File: src/rtl/pipe5_pkg.sv
package pipe5_pkg;
  localparam int INSN_W  = 32;
  localparam int RIDX_W  = 5;
  localparam int IMM_W   = 16;
  localparam int OPC_LSB = 26;
  localparam int RD_LSB  = 21;
  localparam int RS1_LSB = 16;
  localparam int RS2_LSB = 11;

  typedef enum logic [5:0] {
    OP_NOP   = 6'd0,
    OP_ADD   = 6'd1,
    OP_ADDI  = 6'd2,
    OP_LOAD  = 6'd3,
    OP_STORE = 6'd4,
    OP_BRZ   = 6'd5
  } op_e;

  function automatic logic op_writes_reg(op_e op);
    return (op == OP_ADD) || (op == OP_ADDI) || (op == OP_LOAD);
  endfunction
endpackage

File: src/rtl/pipe5_regfile.sv
module pipe5_regfile #(
  parameter int XLEN = 32,
  parameter int NREG = 32,
  parameter int NRD  = 2,
  localparam int AW  = $clog2(NREG)
) (
  input  logic                      clk,
  input  logic                      rst_n,
  input  logic [NRD-1:0][AW-1:0]    rd_idx,
  output logic [NRD-1:0][XLEN-1:0]  rd_val,
  input  logic                      wr_en,
  input  logic [AW-1:0]             wr_idx,
  input  logic [XLEN-1:0]           wr_val
);
  logic [NREG-1:0][XLEN-1:0] regs;

  // Entry 0 is never written, so it stays at its reset value of zero.
  always_ff @(posedge clk or negedge rst_n) begin
    if (!rst_n) regs <= '0;
    else if (wr_en && (wr_idx != '0)) regs[wr_idx] <= wr_val;
  end

  // Write-before-read: a write in this cycle is visible to a read in the same cycle.
  for (genvar p = 0; p < NRD; p++) begin : g_rd
    always_comb begin
      if (rd_idx[p] == '0)                      rd_val[p] = '0;
      else if (wr_en && (wr_idx == rd_idx[p]))  rd_val[p] = wr_val;
      else                                      rd_val[p] = regs[rd_idx[p]];
    end
  end

  p_write_lands_r3: assert property (@(posedge clk) disable iff (!rst_n)
    (wr_en && (wr_idx != '0)) |=> (regs[$past(wr_idx)] == $past(wr_val)));
endmodule

File: src/rtl/pipe5_decode.sv
module pipe5_decode import pipe5_pkg::*; #(
  parameter int XLEN = 32
) (
  input  logic [INSN_W-1:0] insn,
  output op_e               op,
  output logic [RIDX_W-1:0] rd,
  output logic [RIDX_W-1:0] rs1,
  output logic [RIDX_W-1:0] rs2,
  output logic [XLEN-1:0]   imm
);
  logic [5:0] opc;
  assign opc = insn[OPC_LSB +: 6];
  assign rd  = insn[RD_LSB  +: RIDX_W];
  assign rs1 = insn[RS1_LSB +: RIDX_W];
  assign rs2 = insn[RS2_LSB +: RIDX_W];
  assign imm = {{(XLEN-IMM_W){insn[IMM_W-1]}}, insn[IMM_W-1:0]};

  // Undefined opcodes fall back to a no-op.
  always_comb begin
    if (opc <= 6'd5) op = op_e'(opc);
    else             op = OP_NOP;
  end
endmodule

File: src/rtl/pipe5_exec.sv
module pipe5_exec import pipe5_pkg::*; #(
  parameter int XLEN = 32
) (
  input  logic            valid,
  input  op_e             op,
  input  logic [XLEN-1:0] pc,
  input  logic [XLEN-1:0] opa,
  input  logic [XLEN-1:0] opb,
  output logic [XLEN-1:0] sum,
  output logic            taken,
  output logic [XLEN-1:0] target
);
  // Add, add-immediate and address generation all share one adder.
  assign sum    = opa + opb;
  assign target = pc + opb;
  assign taken  = valid && (op == OP_BRZ) && (opa == '0);
endmodule

File: src/rtl/pipe5_core.sv
module pipe5_core import pipe5_pkg::*; #(
  parameter int              XLEN   = 32,
  parameter int              NREG   = 32,
  parameter logic [XLEN-1:0] RST_PC = '0
) (
  input  logic              clk,
  input  logic              rst_n,
  output logic [XLEN-1:0]   imem_addr,
  input  logic [INSN_W-1:0] imem_rdata,
  output logic [XLEN-1:0]   dmem_addr,
  output logic [XLEN-1:0]   dmem_wdata,
  output logic              dmem_we,
  output logic              dmem_re,
  input  logic [XLEN-1:0]   dmem_rdata
);
  localparam int AW = $clog2(NREG);
  localparam logic [XLEN-1:0] STEP = XLEN'(4);

  // fetch stage
  logic [XLEN-1:0] pc_q;
  // operand stage (the instruction word arrives from memory on imem_rdata)
  logic            of_valid_q;
  logic [XLEN-1:0] of_pc_q;
  // execute stage
  logic            ex_valid_q;
  op_e             ex_op_q;
  logic [AW-1:0]   ex_rd_q;
  logic [XLEN-1:0] ex_pc_q, ex_a_q, ex_b_q, ex_sd_q;
  // memory stage
  logic            mem_valid_q;
  op_e             mem_op_q;
  logic [AW-1:0]   mem_rd_q;
  logic [XLEN-1:0] mem_res_q, mem_sd_q;
  // write-back stage
  logic            wb_valid_q;
  op_e             wb_op_q;
  logic [AW-1:0]   wb_rd_q;
  logic [XLEN-1:0] wb_res_q;

  op_e             dec_op;
  logic [RIDX_W-1:0] dec_rd, dec_rs1, dec_rs2;
  logic [XLEN-1:0] dec_imm;
  logic [1:0][AW-1:0]   rf_idx;
  logic [1:0][XLEN-1:0] rf_val;
  logic            wb_en;
  logic [XLEN-1:0] wb_val;
  logic [XLEN-1:0] ex_sum, br_target;
  logic            br_taken;

  // ---------------- fetch ----------------
  assign imem_addr = pc_q;

  always_ff @(posedge clk or negedge rst_n) begin
    if (!rst_n) begin
      pc_q       <= RST_PC;
      of_valid_q <= 1'b0;
      of_pc_q    <= '0;
    end else begin
      pc_q       <= br_taken ? br_target : pc_q + STEP;
      of_valid_q <= !br_taken;
      of_pc_q    <= pc_q;
    end
  end

  // ---------------- operand read ----------------
  pipe5_decode #(.XLEN(XLEN)) u_dec (
    .insn(imem_rdata), .op(dec_op), .rd(dec_rd), .rs1(dec_rs1),
    .rs2(dec_rs2), .imm(dec_imm)
  );

  // Port 0 reads the base / first source; port 1 reads either the second source or the store data.
  assign rf_idx[0] = AW'(dec_rs1);
  assign rf_idx[1] = (dec_op == OP_STORE) ? AW'(dec_rd) : AW'(dec_rs2);

  pipe5_regfile #(.XLEN(XLEN), .NREG(NREG), .NRD(2)) u_rf (
    .clk(clk), .rst_n(rst_n), .rd_idx(rf_idx), .rd_val(rf_val),
    .wr_en(wb_en), .wr_idx(wb_rd_q), .wr_val(wb_val)
  );

  always_ff @(posedge clk or negedge rst_n) begin
    if (!rst_n) begin
      ex_valid_q <= 1'b0;
      ex_op_q    <= OP_NOP;
      ex_rd_q    <= '0;
      ex_pc_q    <= '0;
      ex_a_q     <= '0;
      ex_b_q     <= '0;
      ex_sd_q    <= '0;
    end else begin
      ex_valid_q <= of_valid_q && !br_taken;
      ex_op_q    <= dec_op;
      ex_rd_q    <= AW'(dec_rd);
      ex_pc_q    <= of_pc_q;
      ex_a_q     <= rf_val[0];
      ex_b_q     <= (dec_op == OP_ADD) ? rf_val[1] : dec_imm;
      ex_sd_q    <= rf_val[1];
    end
  end

  // ---------------- execute / branch ----------------
  pipe5_exec #(.XLEN(XLEN)) u_ex (
    .valid(ex_valid_q), .op(ex_op_q), .pc(ex_pc_q), .opa(ex_a_q), .opb(ex_b_q),
    .sum(ex_sum), .taken(br_taken), .target(br_target)
  );

  always_ff @(posedge clk or negedge rst_n) begin
    if (!rst_n) begin
      mem_valid_q <= 1'b0;
      mem_op_q    <= OP_NOP;
      mem_rd_q    <= '0;
      mem_res_q   <= '0;
      mem_sd_q    <= '0;
    end else begin
      mem_valid_q <= ex_valid_q;
      mem_op_q    <= ex_op_q;
      mem_rd_q    <= ex_rd_q;
      mem_res_q   <= ex_sum;
      mem_sd_q    <= ex_sd_q;
    end
  end

  // ---------------- memory access ----------------
  assign dmem_addr  = mem_res_q;
  assign dmem_wdata = mem_sd_q;
  assign dmem_we    = mem_valid_q && (mem_op_q == OP_STORE);
  assign dmem_re    = mem_valid_q && (mem_op_q == OP_LOAD);

  always_ff @(posedge clk or negedge rst_n) begin
    if (!rst_n) begin
      wb_valid_q <= 1'b0;
      wb_op_q    <= OP_NOP;
      wb_rd_q    <= '0;
      wb_res_q   <= '0;
    end else begin
      wb_valid_q <= mem_valid_q;
      wb_op_q    <= mem_op_q;
      wb_rd_q    <= mem_rd_q;
      wb_res_q   <= mem_res_q;
    end
  end

  // ---------------- write-back ----------------
  assign wb_en  = wb_valid_q && op_writes_reg(wb_op_q);
  assign wb_val = (wb_op_q == OP_LOAD) ? dmem_rdata : wb_res_q;

  // ---------------- assertions ----------------
  p_pc_step_r2: assert property (@(posedge clk) disable iff (!rst_n)
    !br_taken |=> (pc_q == $past(pc_q) + STEP));

  p_branch_target_r7: assert property (@(posedge clk) disable iff (!rst_n)
    br_taken |=> (pc_q == $past(br_target)));

  p_squash_two_r8: assert property (@(posedge clk) disable iff (!rst_n)
    br_taken |=> (!of_valid_q && !ex_valid_q));

  p_store_origin_r6: assert property (@(posedge clk) disable iff (!rst_n)
    dmem_we |-> $past(ex_valid_q && (ex_op_q == OP_STORE)));
endmodule

File: config.mk
export PLATFORM = sky130hd
export DESIGN_NAME = pipe5_core
export DESIGN_NICKNAME = d
export VERILOG_FILES = /design/src/rtl/pipe5_pkg.sv /design/src/rtl/pipe5_regfile.sv /design/src/rtl/pipe5_decode.sv /design/src/rtl/pipe5_exec.sv /design/src/rtl/pipe5_core.sv
export SDC_FILE = /design/constraint.sdc
export NUM_CORES = 2
export LEC_CHECK = 0
export ABC_CLOCK_PERIOD_IN_PS = 4770
export BUFFER_PORTS_ARGS = -buffer_cell sky130_fd_sc_hd__buf_2
export CAP_MARGIN = 20
export CORE_UTILIZATION = 40
export DETAILED_ROUTE_END_ITERATION = 7
export SLEW_MARGIN = 5
export SYNTH_ARGS = -nofsm -noshare
export SYNTH_HDL_FRONTEND = slang
export SYNTH_SLANG_ARGS = --single-unit
File: constraint.sdc
create_clock -name clk -period 4.77 [get_ports clk]
set_clock_uncertainty 0.2 [all_clocks]
set_input_delay 0.2385 -clock clk [delete_from_list [all_inputs] [get_ports clk]]
set_output_delay 0.2385 -clock clk [all_outputs]
set_load 0.005 [all_outputs]
Yosys cells after proc, flatten, opt, wreduce, memory -nomap -nowiden:

Cells that the tools add are included.

* bits of input ports: 66
* output and inout bits: 98
* word-level logic and storage cells: 102
* register bits: 1349

* $lt $le $gt $ge: 5
* multiplexer cells: 16
* equality and inequality tests: 10
* add/sub/neg operators: 3
* reduce and logical (&&, ||, !) cells: 17

Operator list (number)
* bitwise mux 1024 bit: 1
* binary-select mux 32 bit (select 5 bit): 2
* 2-to-1 mux 32 bit: 10
* demux 32 bit (select 5 bit): 1
* adder 32 bit: 2
* adder 32 x 3 -> 32 bit, second input constant: 1
* logical NOT 32 bit: 1
* == test 6 x 2 -> 1 bit, second input constant: 3
* == test 6 x 3 -> 1 bit, second input constant: 3
* less-than comparator 5 x 6 -> 1 bit, second input constant: 3
* == test 6 x 1 -> 1 bit, second input constant: 2
* == test 5 bit: 2
* logical AND 1 bit: 10
* logical NOT 5 bit: 2
* <= comparator 6 x 3 -> 1 bit, second input constant: 1
* 2-to-1 mux 6 bit: 1
* greater-or-equal comparator 5 x 1 -> 1 bit, second input constant: 1
* 2-to-1 mux 5 bit: 1
* nonzero test 5 bit: 1
* logical OR 1 bit: 2
* logical NOT 1 bit: 1

Depth between registers and ports, before layout:

* word-level depth: 9
* gate-level depth with buffers: 13
* depth with buffers taken out: 13

Cells and area by module:

Synthesis repeated with hierarchy kept, for this count alone.

* cell total of the unflattened synthesis: 4890
* area, all modules: 69245.2 um2

By module, submodules not included
* pipe5_regfile: area an instance 55543.3 um2, sequential area each 25624.6 um2, times used 1, cells each 3807
* pipe5_core: area an instance 9922.0 um2, sequential area each 8132.8 um2, times used 1, cells each 559
* pipe5_exec: area an instance 3348.2 um2, sequential area each 0.0 um2, times used 1, cells each 468
* pipe5_decode: area an instance 431.7 um2, sequential area each 0.0 um2, times used 1, cells each 56

Worst setup path after synthesis:

OpenSTA, ideal clock, no wires.

* path type: register to register
* from: register ex_b_q[0]
* to: register pc_q[28], in the netlist imem_addr[28]
* required time: 4.476 ns
* buffers on the path: 0
* stages on the path, launching flop included: 13
* path slack: 1.191 ns
* library setup time: 0.094 ns
* clock period less this slack: 3.579 ns
* arrival time: 3.285 ns
* cell sequence: dfrtp_1 -> ha_1 -> fa_1 -> a21o_1 -> and4_1 -> o41ai_1 -> a21boi_1 -> o21a_1 -> o41a_1 -> a221o_1 -> a21o_1 -> a31o_2 -> a211oi_1

* longest elaborated chain between the ends: 2

Ends and longest elaborated chain
* from (decl): line pipe5_core.sv:28 `logic [XLEN-1:0] ex_pc_q, ex_a_q, ex_b_q, ex_sd_q;`
* from (signal assigned): line pipe5_core.sv:95 `ex_b_q <= (dec_op == OP_ADD) ? rf_val[1] : dec_imm;`
* adder 32 bit: line pipe5_exec.sv:15 `assign target = pc + opb;`
* 2-to-1 mux 32 bit: line pipe5_core.sv:59 `pc_q <= br_taken ? br_target : pc_q + STEP;`
* to (signal assigned): line pipe5_core.sv:59
* to (decl): line pipe5_core.sv:20 `logic [XLEN-1:0] pc_q;`

Every way passes these cells.
A chain may end at the register's enable or synchronous reset.

Worst setup path in the final report:

* from: input port imem_rdata[27]
* to: register ex_b_q[3]

* longest elaborated chain between the ends: 9
* elaborated cells on any way between the ends: 13
* those cells by class: order compare (1); eq/ne (3); mux (7); reduce/logical (2)

Ends and longest elaborated chain
* from (decl): line pipe5_core.sv:9 `input logic [INSN_W-1:0] imem_rdata,`
* <= comparator 6 x 3 -> 1 bit: line pipe5_decode.sv:20 `if (opc <= 6'd5) op = op_e'(opc);`
* 2-to-1 mux 6 bit *: line pipe5_decode.sv:20
* == test 6 x 3 -> 1 bit: line pipe5_core.sv:73 `assign rf_idx[1] = (dec_op == OP_STORE) ? AW'(dec_rd) : AW'(dec_rs2);`
* 2-to-1 mux 5 bit: line pipe5_core.sv:73
* binary-select mux 32 bit (select 5 bit) / == test 5 bit (equally long branches): line pipe5_regfile.sv:28, pipe5_regfile.sv:27
* 2-to-1 mux 32 bit (implied by the code) / logical AND 1 bit (equally long branches): line pipe5_regfile.sv:28, pipe5_regfile.sv:27
* 2-to-1 mux 32 bit: line pipe5_regfile.sv:27 `else if (wr_en && (wr_idx == rd_idx[p])) rd_val[p] = wr_val;`
* 2-to-1 mux 32 bit: line pipe5_regfile.sv:26 `if (rd_idx[p] == '0) rd_val[p] = '0;`
* 2-to-1 mux 32 bit *: line pipe5_core.sv:95

Every way passes the cells marked *; elsewhere a longest branch is shown, timed or not. The select of a mux whose other input is x is not followed.

==> results.toml <==
[status]
outcome = "finished, violations left"
violations = "design-rule violations"

[critical_path]
cp-start-kind = "input pin"
critical_path_arrival_ns = 4.85
rr_worst_depth = 12
critical_path.top_delay_family = "simple AND/OR/NAND/NOR gates"
crit_top_cell = "dlygate4sd3_1"
critical_path.max_stage_delay_ns = 0.65
r2r_slack_ns = 0.67
crit_required_ns = 5.24
path_class = "input pin to flip-flop"
r2r-start = "ex_b_q[0]$_DFF_PN0_"
slowest_stage = "and2_4"
worst-path-max-fanout = 31
crit_buf_inv = 4
r2r_end = "imem_addr[28]$_DFF_PN0_"
cp_cell_sequence = "dlygate4sd3_1 > buf_2 > or3b_1 > o21ai_0 > and2_4 > buf_12 > nand3_1 > a31oi_1 > o22ai_1 > nor2_1 > mux2i_1 > a31o_1 > dlygate4sd3_1"
endpoint_kind = "flip-flop"

[cells_and_area]
final_core_util = 0.4627
final_cell_mix = "nand2_1, dfrtp_1, nor2_1"
drive_above_1_share = 0.1533
layout_commonest_cell = "nand2_1"
area_delta_synth_final_pct = 14.69
nets = 6949
design_area_um2 = 76420

[synthesis]
synth_cell_types = 75
synth_simple_gate_area_share = 0.1688
synth_largest_area_cell = "dfrtp_1"
mappedNetlistArea_um2 = 66630
synthMuxAreaShare = 0.1266
synth-main-ff-cell = "dfrtp_1"
synthAdderAreaFrac = 0.01243
synthArstFlopShare = 1.000
synth_edf_count = 0
syn_inst = 6860
synth_top_family_by_area = "simple AND/OR/NAND/NOR gates"
yosysSeqAreaShare = 0.5066
synth.area.top_cells = "dfrtp_1, mux4_2, nand2_1"
ys_ff_latch = 1349
syn_area_per_cell_um2 = 9.713
synth-xor-area-share = 0.01157
synth_compound_area_frac = 0.1366
ys_warn_count = 0
synth.top_cell.area_share = 0.5066

[global_route]
grtUsageTotal = 0.2843
grt_start_max_net_pins = 149
antenna_found_initial = 10
grt_pass1_wl_mm = 355.4
gr-total-overflow = 0
grt_pass1_vias = 52770

[floorplan]
initial_utilization = 0.4034
die_w_um = 410.1
die_h_um = 410.1
core-area_um2 = 165200
rows = 149
ios = 164
die-area_um2 = 168200

[sta]
min_period_ns = 4.376
maxSlewHeadroom = 0.2104
finalHoldViolCount = 0
final-max-slew-violation-count = 0
setup_tns_ns = 0
rsz0062_at_grt = "no"
post-route-period-util = 0.9174
setup_ws_ns = 0.3941
finalSetupViolations = 0
clock.fmax_mhz = 228.5
worst_slew_pin_slew_ns = 1.184

[clocking]
ctsHtreeMaxLevel = 4
cts_setup_buffers = 0
numCtsBuffers = 141
clk_latency_ns = 0.79
cts_sinks = 1349
cts-root-buf = "clkbuf_16"
clk_pin_slew_ns = 0.07
cts_buffer_depth = 3
cts_tree = "yes"

[routing]
drt_pass1_iterations = 8
highest_layer = "met5"
drt_iter0_drc = 7514
drc = 64
met1_length_mm = 97.96
ant_nets = 0
met2_length_mm = 106.1
routed_via_density = 6.070
wl_met3_mm = 25.79
wirelength_mm = 240.0
wire_per_inst_um = 26.34
vias = 55320

[placed_design]
place_area_um2 = 70640
portBuffers = 163
hpwl_mm = 141.9
gp_congestion = 0.9037
post-place-ws_ns = 0.6641

[power]
p_per_area_nw_per_um2 = 356.5
power_w = 0.02724
leakage_nw = 32.36
ir_worst_vdd_mv = 0.4006

[hold_path]
min_from = "imem_rdata[22]"
hold_path_end = "ex_rd_q[1]$_DFF_PN0_"
hold_depth = 2
worstHoldPathType = "input pin to flip-flop"

[flow_run]
drv_cap = 0
==> flip-flops by register name, summed over array words and instances (netlist names), 5 cells and up <==
register    count
ex_pc_q        32
ex_rd_q         5
ex_sd_q        32
wb_res_q       32
mem_op_q        6
ex_b_q         32
imem_addr      32
dmem_addr      32
ex_op_q         6
wb_rd_q         5
u_rf.regs    1024
of_pc_q        32
ex_a_q         32
dmem_wdata     32
wb_op_q         6
mem_rd_q        5
==> worst max-delay path by stage <==
stage | start | endpoint | slack, ns | cells past startpoint
after global routing | imem_rdata[28] | ex_b_q[23]$_DFF_PN0_ | 0.36 | 13
after floorplan | ex_b_q[0]$_DFF_PN0_ | imem_addr[28]$_DFF_PN0_ | 1.19 | 12
after global placement | ex_b_q[0]$_DFF_PN0_ | imem_addr[28]$_DFF_PN0_ | 0.62 | 12
after CTS | imem_rdata[26] | ex_b_q[23]$_DFF_PN0_ | 0.55 | 13
final | imem_rdata[27] | ex_b_q[3]$_DFF_PN0_ | 0.39 | 13
after detailed placement | ex_b_q[0]$_DFF_PN0_ | imem_addr[28]$_DFF_PN0_ | 0.66 | 12
==> final cells by class <==
cell class,instances,area (um2)
repair buffers,441,3862
fillers,15340,88760
multi-input cells,4868,31080
inverters,17,63.81
clock buffers,196,4111
clock inverters,51,802.0
flip-flops and latches,1349,33760
well taps,2189,2739
diodes,2,5.005
==> stage by stage <==
stage | cells | hold slack (ns)
floorplan | 6862 | -0.2571
detailed placement | 8789 | 0.1057
CTS | 9105 | 0.004163
finish | 9113 | 0.04759
global route | 9111 | 0.03465
global placement | 8785 | 0.1094
==> per-layer routing <==
metal  up-vias  track usage
met5         -            0
met4         8       0.1150
met3       554      0.06245
met2      3056       0.4283
met1     27650       0.3978
li1      24050            -
==> Yosys cell counts (all sizes together), types with 67 or more instances <==
cell	instances
mux4	322
dfrtp	1349
nand2	1474
a31oi	119
a211oi	108
nor2	612
nand3	296
buf	101
clkbuf	527
mux2i	72
o21ai	571
a21oi	579
a311oi	67
and3	92
==> cells by family after synthesis <==
group,after synthesis
simple gates,2687
fa+ha+maj,65
buf+inv,645
xor+xnor,88
flops,1349
other cells,1
compound gates,1590
mux,435
==> repair_timing <==
action	4_1_cts	5_1_grt
endpoints found under the hold margin	1504	0
gates resized for setup	0	0
hold buffers	69	0
==> report_power, final <==
part | leakage (nW) | internal [W] | switching, W
Sequential | 13.0 | 0.0118 | 0.000261
Clock | 2.42 | 0.00709 | 0.00477
Combinational | 16.9 | 0.00109 | 0.00225
Total | 32.4 | 0.0200 | 0.00728
Note: power is estimated with default switching activity, not from simulation.
